`config.mk`:
```
export PLATFORM = sky130hd
export DESIGN_NAME = store_policy_ctrl
export DESIGN_NICKNAME = d
export VERILOG_FILES = /design/src/rtl/sp_pkg.sv /design/src/rtl/sp_range_match.sv /design/src/rtl/sp_classify.sv /design/src/rtl/sp_fsm.sv /design/src/rtl/store_policy_ctrl.sv
export SDC_FILE = /design/constraint.sdc
export NUM_CORES = 1
export LEC_CHECK = 0
export CAP_MARGIN = 40
export CORE_MARGIN = 2
export CORE_UTILIZATION = 47
export CTS_CLUSTER_SIZE = 25
export DETAILED_ROUTE_END_ITERATION = 10
export HOLD_SLACK_MARGIN = 0.15
export PLACE_DENSITY = 0.89
export SLEW_MARGIN = 20
export SYNTH_ARGS = -nofsm -noshare
export SYNTH_HDL_FRONTEND = slang
export SYNTH_SLANG_ARGS = --single-unit
```
`constraint.sdc`:
```
create_clock -name clk -period 3.47 [get_ports clk]
set_clock_uncertainty 0.15 [all_clocks]
set_input_delay 0.347 -clock clk [delete_from_list [all_inputs] [get_ports clk]]
set_output_delay 0.347 -clock clk [all_outputs]
set_load 0.03 [all_outputs]
```
`src/rtl/sp_pkg.sv`:
```
package sp_pkg;

  typedef enum logic [1:0] {
    LS_I = 2'd0,
    LS_S = 2'd1,
    LS_E = 2'd2,
    LS_M = 2'd3
  } line_st_e;

  typedef enum logic [1:0] {
    BOP_NONE  = 2'd0,
    BOP_WRITE = 2'd1,
    BOP_WTHRU = 2'd2,
    BOP_FILL  = 2'd3
  } bus_op_e;

  typedef enum logic [1:0] {
    ACT_LOCAL = 2'd0,
    ACT_WTHRU = 2'd1,
    ACT_WRITE = 2'd2,
    ACT_FILL  = 2'd3
  } store_act_e;

  typedef enum logic [3:0] {
    ST_IDLE,
    ST_LOCAL,
    ST_WT_REQ,
    ST_WT_WAIT,
    ST_WT_FIN,
    ST_WR_REQ,
    ST_WR_WAIT,
    ST_FL_REQ,
    ST_FL_WAIT
  } ctl_st_e;

endpackage

```
`src/rtl/sp_range_match.sv`:
```
module sp_range_match #(
  parameter int AW = 32,
  parameter int NR = 3
) (
  input  logic [AW-1:0]    addr_i,
  input  logic [NR*AW-1:0] base_i,
  input  logic [NR*AW-1:0] limit_i,
  input  logic [NR-1:0]    en_i,
  output logic             hit_o
);

  logic [NR-1:0] win_hit;

  for (genvar g = 0; g < NR; g++) begin : g_win
    logic [AW-1:0] lo;
    logic [AW-1:0] hi;
    assign lo = base_i[g*AW +: AW];
    assign hi = limit_i[g*AW +: AW];
    assign win_hit[g] = en_i[g] && (addr_i >= lo) && (addr_i <= hi);
  end

  assign hit_o = |win_hit;

endmodule

```
`src/rtl/sp_classify.sv`:
```
module sp_classify
  import sp_pkg::*;
(
  input  logic [1:0] line_i,
  input  logic       wa_mode_i,
  input  logic       in_range_i,
  output store_act_e act_o
);

  always_comb begin
    unique case (line_i)
      LS_M, LS_E: act_o = ACT_LOCAL;
      LS_S:       act_o = ACT_WTHRU;
      default:    act_o = (wa_mode_i && in_range_i) ? ACT_FILL : ACT_WRITE;
    endcase
  end

endmodule

```
`src/rtl/sp_fsm.sv`:
```
module sp_fsm
  import sp_pkg::*;
#(
  parameter int AW = 32
) (
  input  logic          clk,
  input  logic          rst_n,
  input  logic          st_valid_i,
  output logic          st_ready_o,
  input  logic [AW-1:0] st_addr_i,
  input  logic [1:0]    st_line_i,
  input  logic          wa_mode_i,
  input  store_act_e    act_i,
  output logic          bus_valid_o,
  input  logic          bus_ready_i,
  output logic [1:0]    bus_op_o,
  output logic [AW-1:0] bus_addr_o,
  input  logic          bus_done_i,
  input  logic          bus_excl_i,
  output logic          cw_valid_o,
  output logic [AW-1:0] cw_addr_o,
  output logic          cs_valid_o,
  output logic [1:0]    cs_state_o
);

  ctl_st_e       state_q, state_d;
  logic [AW-1:0] addr_q;
  logic          excl_q;
  logic          accept;

  assign accept = st_valid_i && st_ready_o;

  always_comb begin
    state_d = state_q;
    unique case (state_q)
      ST_IDLE: begin
        if (st_valid_i) begin
          unique case (act_i)
            ACT_LOCAL: state_d = ST_LOCAL;
            ACT_WTHRU: state_d = ST_WT_REQ;
            ACT_FILL:  state_d = ST_FL_REQ;
            default:   state_d = ST_WR_REQ;
          endcase
        end
      end
      ST_LOCAL:   state_d = ST_IDLE;
      ST_WT_REQ:  if (bus_ready_i) state_d = ST_WT_WAIT;
      ST_WT_WAIT: if (bus_done_i) state_d = ST_WT_FIN;
      ST_WT_FIN:  state_d = ST_IDLE;
      ST_WR_REQ:  if (bus_ready_i) state_d = ST_WR_WAIT;
      ST_WR_WAIT: if (bus_done_i) state_d = ST_IDLE;
      ST_FL_REQ:  if (bus_ready_i) state_d = ST_FL_WAIT;
      ST_FL_WAIT: if (bus_done_i) state_d = bus_excl_i ? ST_LOCAL : ST_WT_REQ;
      default:    state_d = ST_IDLE;
    endcase
  end

  always_ff @(posedge clk or negedge rst_n) begin
    if (!rst_n) begin
      state_q <= ST_IDLE;
      addr_q  <= '0;
      excl_q  <= 1'b0;
    end else begin
      state_q <= state_d;
      if (accept) addr_q <= st_addr_i;
      if (state_q == ST_WT_WAIT && bus_done_i) excl_q <= bus_excl_i;
    end
  end

  always_comb begin
    st_ready_o  = (state_q == ST_IDLE);
    bus_valid_o = 1'b0;
    bus_op_o    = BOP_NONE;
    unique case (state_q)
      ST_WT_REQ: begin bus_valid_o = 1'b1; bus_op_o = BOP_WTHRU; end
      ST_WR_REQ: begin bus_valid_o = 1'b1; bus_op_o = BOP_WRITE; end
      ST_FL_REQ: begin bus_valid_o = 1'b1; bus_op_o = BOP_FILL;  end
      default: ;
    endcase
    cw_valid_o = (state_q == ST_LOCAL) || (state_q == ST_WT_FIN);
    cs_valid_o = cw_valid_o;
    if (state_q == ST_LOCAL) cs_state_o = LS_M;
    else                     cs_state_o = excl_q ? LS_E : LS_S;
  end

  assign bus_addr_o = addr_q;
  assign cw_addr_o  = addr_q;

  AST_LOCAL_HIT: assert property (@(posedge clk) disable iff (!rst_n)
    accept && (st_line_i == LS_M || st_line_i == LS_E)
    |=> cw_valid_o && cs_valid_o && cs_state_o == LS_M && !bus_valid_o);

  AST_SHARED_WT: assert property (@(posedge clk) disable iff (!rst_n)
    accept && st_line_i == LS_S |=> bus_valid_o && bus_op_o == BOP_WTHRU);

  AST_PLAIN_MISS: assert property (@(posedge clk) disable iff (!rst_n)
    accept && st_line_i == LS_I && !wa_mode_i
    |=> bus_valid_o && bus_op_o == BOP_WRITE);

  AST_ALLOC_FILL: assert property (@(posedge clk) disable iff (!rst_n)
    accept && act_i == ACT_FILL |=> bus_valid_o && bus_op_o == BOP_FILL);

  AST_FILL_EXCL: assert property (@(posedge clk) disable iff (!rst_n)
    state_q == ST_FL_WAIT && bus_done_i && bus_excl_i
    |=> cs_valid_o && cs_state_o == LS_M && !bus_valid_o);

  AST_REQ_HOLD: assert property (@(posedge clk) disable iff (!rst_n)
    bus_valid_o && !bus_ready_i
    |=> bus_valid_o && $stable(bus_op_o) && $stable(bus_addr_o));

  AST_BUSY_NO_TAKE: assert property (@(posedge clk) disable iff (!rst_n)
    bus_valid_o |-> !st_ready_o);

  AST_STRAY_DONE: assert property (@(posedge clk) disable iff (!rst_n)
    st_ready_o && !st_valid_i && bus_done_i |=> st_ready_o && !bus_valid_o);

endmodule

```
`src/rtl/store_policy_ctrl.sv`:
```
module store_policy_ctrl
  import sp_pkg::*;
#(
  parameter int AW = 32,
  parameter int NR = 3
) (
  input  logic             clk,
  input  logic             rst_n,
  input  logic             st_valid,
  output logic             st_ready,
  input  logic [AW-1:0]    st_addr,
  input  logic [1:0]       st_line,
  input  logic             wa_mode,
  input  logic [NR*AW-1:0] rng_base,
  input  logic [NR*AW-1:0] rng_limit,
  input  logic [NR-1:0]    rng_en,
  output logic             bus_valid,
  input  logic             bus_ready,
  output logic [1:0]       bus_op,
  output logic [AW-1:0]    bus_addr,
  input  logic             bus_done,
  input  logic             bus_excl,
  output logic             cw_valid,
  output logic [AW-1:0]    cw_addr,
  output logic             cs_valid,
  output logic [1:0]       cs_state
);

  logic       in_range;
  store_act_e act;

  sp_range_match #(.AW(AW), .NR(NR)) u_range (
    .addr_i  (st_addr),
    .base_i  (rng_base),
    .limit_i (rng_limit),
    .en_i    (rng_en),
    .hit_o   (in_range)
  );

  sp_classify u_class (
    .line_i     (st_line),
    .wa_mode_i  (wa_mode),
    .in_range_i (in_range),
    .act_o      (act)
  );

  sp_fsm #(.AW(AW)) u_fsm (
    .clk         (clk),
    .rst_n       (rst_n),
    .st_valid_i  (st_valid),
    .st_ready_o  (st_ready),
    .st_addr_i   (st_addr),
    .st_line_i   (st_line),
    .wa_mode_i   (wa_mode),
    .act_i       (act),
    .bus_valid_o (bus_valid),
    .bus_ready_i (bus_ready),
    .bus_op_o    (bus_op),
    .bus_addr_o  (bus_addr),
    .bus_done_i  (bus_done),
    .bus_excl_i  (bus_excl),
    .cw_valid_o  (cw_valid),
    .cw_addr_o   (cw_addr),
    .cs_valid_o  (cs_valid),
    .cs_state_o  (cs_state)
  );

  AST_RANGE_GATES_FILL: assert property (@(posedge clk) disable iff (!rst_n)
    st_valid && st_ready && st_line == LS_I && !in_range
    |=> bus_op == BOP_WRITE);

endmodule

```
==> reports/metrics.cfg <==
[synth]
syn_inst=830
yosys-top-cells-count=inv_1, ha_1, a21oi_1
synth_largest_area_cell=ha_1
synthMuxAreaShare_pct=5.52
synth-simple-area-share_pct=13.2
synth_flop_cell=dfrtp_1
synthTopCellsByArea=ha_1, dfrtp_1, inv_1
synth_fa_ha_area_share_pct=35.7
synth_edf_count=0
synthArstFlopShare_pct=100
ys_seq_area_share_pct=13.8
syn_nets=1258
synthMostInstantiatedCell=inv_1
synth_compound_area_share_pct=16.7
yosysWarnings=0
synth_area_per_cell_sq_um=8.11
synth_cell_types=53
synth-seq-cells=37
synth_top_family_by_area=adder cells
synth-xor-area-share_pct=0.130
synth_top_area_share_pct=35.7
synth_area_sq_um=6730

[pwr]
p_sw_mw=2.09
p_int_mw=2.49
p_sw_share_pct=45.6
power_density_nw_per_um2=456
ir_worst_vdd_v=0.000411
p_seq_share_pct=18.7
p_comb_share_pct=67.6
p_leak_nw=5.10
power_mw=4.58
clkPwrFrac_pct=13.7

[drt]
first_pass_iters=5
antenna_left=0
vias=7008
drt_iter0_drc=334
wire_per_inst_microns=17.2
wl_microns=22200
remaining_drc_errors=0
vias_per_cell=5.42

[floorplan]
core_area_sq_um=13900
die_y_microns=124
io_pins=308
fp.dieW_microns=124
row_count=43
die_area_sq_um=15300
start_util_pct=48.3

[sta]
fin_hold_ws_ps=370
drv_slew=0
fmax_mhz=349
post-route-period-util_pct=82.5
maxSlewHeadroom_pct=62.4
worst_pin_slew_ps=557
setup_viol=0
final-hold-violation-count=0
rsz0062_at_grt=no
setup_ws_ps=608
finalCriticalPeriod_ps=2860
tns_ps=0

[clock_network]
htreeDepth=2
clk_pin_slew_ps=70
clockBufferDepth=2
cts_tree=built
cts_buffers=5
clock_latency_ps=300
cts-root-buf=clkbuf_16
clock-sinks=37
cts_setup_buffers=0

[place]
gp_congestion=0.920
port_buffers=307
post-place-ws_ps=289
hpwl_microns=19400

[final_layout]
filler_cell_count=1055
area_growth_pct=49.2
drive_gt1_share_pct=2.25
final_nets=1540
num_antenna_cells=0

[worst_setup_path]
rr_worst_depth=4
crit_top_cell=a2111oi_0
required_ps=3510
crit_arrival_ps=2900
end_kind=flip-flop
crit_path_max_incr_delay_ps=490
path_buf_inv=2
startpoint_type=input port
slowest_stage=o41ai_1
path_depth=10
critPathKind=input port to flip-flop
worstPathMaxFanout=7
path_cells=clkdlybuf4s50_1 -> inv_1 -> ha_1 -> nand2b_1 -> a2111oi_0 -> a2111oi_0 -> o41ai_1 -> a211oi_1 -> o21ai_1 -> nand3_2
crit_family=compound AO/OA/AOI/OAI gates

[min_path]
hold_path_class=flip-flop to flip-flop
worst_hold_path.num_cells=2

[global_route]
grt_usage_pct=29.0
grt_max_degree=21
antenna_found_initial=0
grt_pass1_vias=6916
overflow=0
grt_pass1_wl_microns=34000

[outcome]
status=complete, no violations

[run]
timing.max_cap.violations=0

-- flip-flops by register name, summed over array words and instances (netlist names) --
register,count
u_fsm.bus_addr_o,32
u_fsm.state_q,4
u_fsm.excl_q,1
-- worst paths after layout --
path / slack, ps / startpoint / to
worst max-delay path: 610 / st_addr[0] / u_fsm.state_q[1]$_DFFE_PN0P_
worst min-delay path: 370 / u_fsm.bus_addr_o[0]$_DFFE_PN0P_ / u_fsm.bus_addr_o[0]$_DFFE_PN0P_
worst max register to register: 1170 / u_fsm.state_q[1]$_DFFE_PN0P_ / u_fsm.bus_addr_o[15]$_DFFE_PN0P_
worst min register to register: 370 / u_fsm.bus_addr_o[0]$_DFFE_PN0P_ / u_fsm.bus_addr_o[0]$_DFFE_PN0P_
max in group asynchronous: 2270 / rst_n / u_fsm.bus_addr_o[31]$_DFFE_PN0P_
min in group asynchronous: 410 / rst_n / u_fsm.bus_addr_o[7]$_DFFE_PN0P_
-- power by group through the flow --
stage	clock (mW)	sequential, mW	combinational, mW
after floorplan	0	1.18	1.60
after global placement	0	0.853	3.02
after detailed placement	0	0.865	3.09
after CTS	0.637	0.859	3.11
after global routing	0.652	0.896	3.31
final	0.626	0.856	3.10
-- what timing repair did --
action	CTS	global route
hold endpoints to repair	17	0
gates resized for setup	0	0
hold buffers	1	0
-- metrics by stage --
step | std cells | instance area, sq um | utilization (%)
floorplan | 830 | 6730 | -
global placement | 1282 | 9790 | 70.2
detailed placement | 1284 | 9840 | 70.6
CTS | 1293 | 10000 | 72.1
global route | 1293 | 10000 | 72.1
finish | 1293 | 10000 | 72.1
-- area by class of cell --
type / instances / area [sq um] / share of cell area [%]
tap: 180 / 225 / 2.24
timing repair buffer: 315 / 3170 / 31.6
multi-input combinational: 558 / 4800 / 47.8
sequential: 37 / 926 / 9.22
clock buffer: 5 / 125 / 1.25
clock inverter: 3 / 65.1 / 0.648
inverter: 195 / 732 / 7.29
-- metal layers --
metal / part of all wire, % / GRT usage (%) / vias to the layer above
met1: 41 / 35.3 / 3221
li1: - / - / 3455
met5: 0 / 0 / -
met3: 6.9 / 5.49 / 52
met2: 49 / 51.1 / 280
met4: 3.6 / 9.66 / 0
-- cell usage in the layout (no fill, tap or decap), types with 3 or more instances in the layout --
| cell | n |
|---|---|
| dfrtp_1 | 37 |
| and3_1 | 3 |
| ha_1 | 192 |
| nor2_1 | 13 |
| and4_1 | 6 |
| buf_4 | 5 |
| nor3_1 | 6 |
| clkbuf_16 | 5 |
| mux2_1 | 32 |
| o31a_1 | 4 |
| nand2b_1 | 11 |
| a211o_1 | 3 |
| o211ai_1 | 8 |
| nand2_1 | 38 |
| inv_1 | 195 |
| nand4_1 | 34 |
| a2111oi_0 | 5 |
| clkdlybuf4s50_1 | 306 |
| a2111o_1 | 5 |
| nor2b_1 | 5 |
| o21a_1 | 4 |
| o21ai_0 | 20 |
| nor4_1 | 5 |
| a21oi_1 | 69 |
| a211oi_1 | 5 |
| a221o_1 | 3 |
| or3_1 | 3 |
| a221oi_1 | 5 |
| a21o_1 | 19 |
| o21ai_1 | 7 |
| a31oi_1 | 4 |
| nand3_1 | 23 |
-- tightest hold or removal path: cells and delay by family, from the launching register on --
family / cells / cell delay [ps]
compound gates: 1 / 70
flops: 1 / 360
simple gates: 1 / 50
-- kinds of logic after synthesis --
| family | after synthesis |
|---|---|
| buf+inv | 235 |
| fa+ha+maj | 192 |
| compound gates | 171 |
| simple gates | 161 |
| flops | 37 |
| mux | 33 |
| xor+xnor | 1 |
Power figures use the tool's default switching activity.
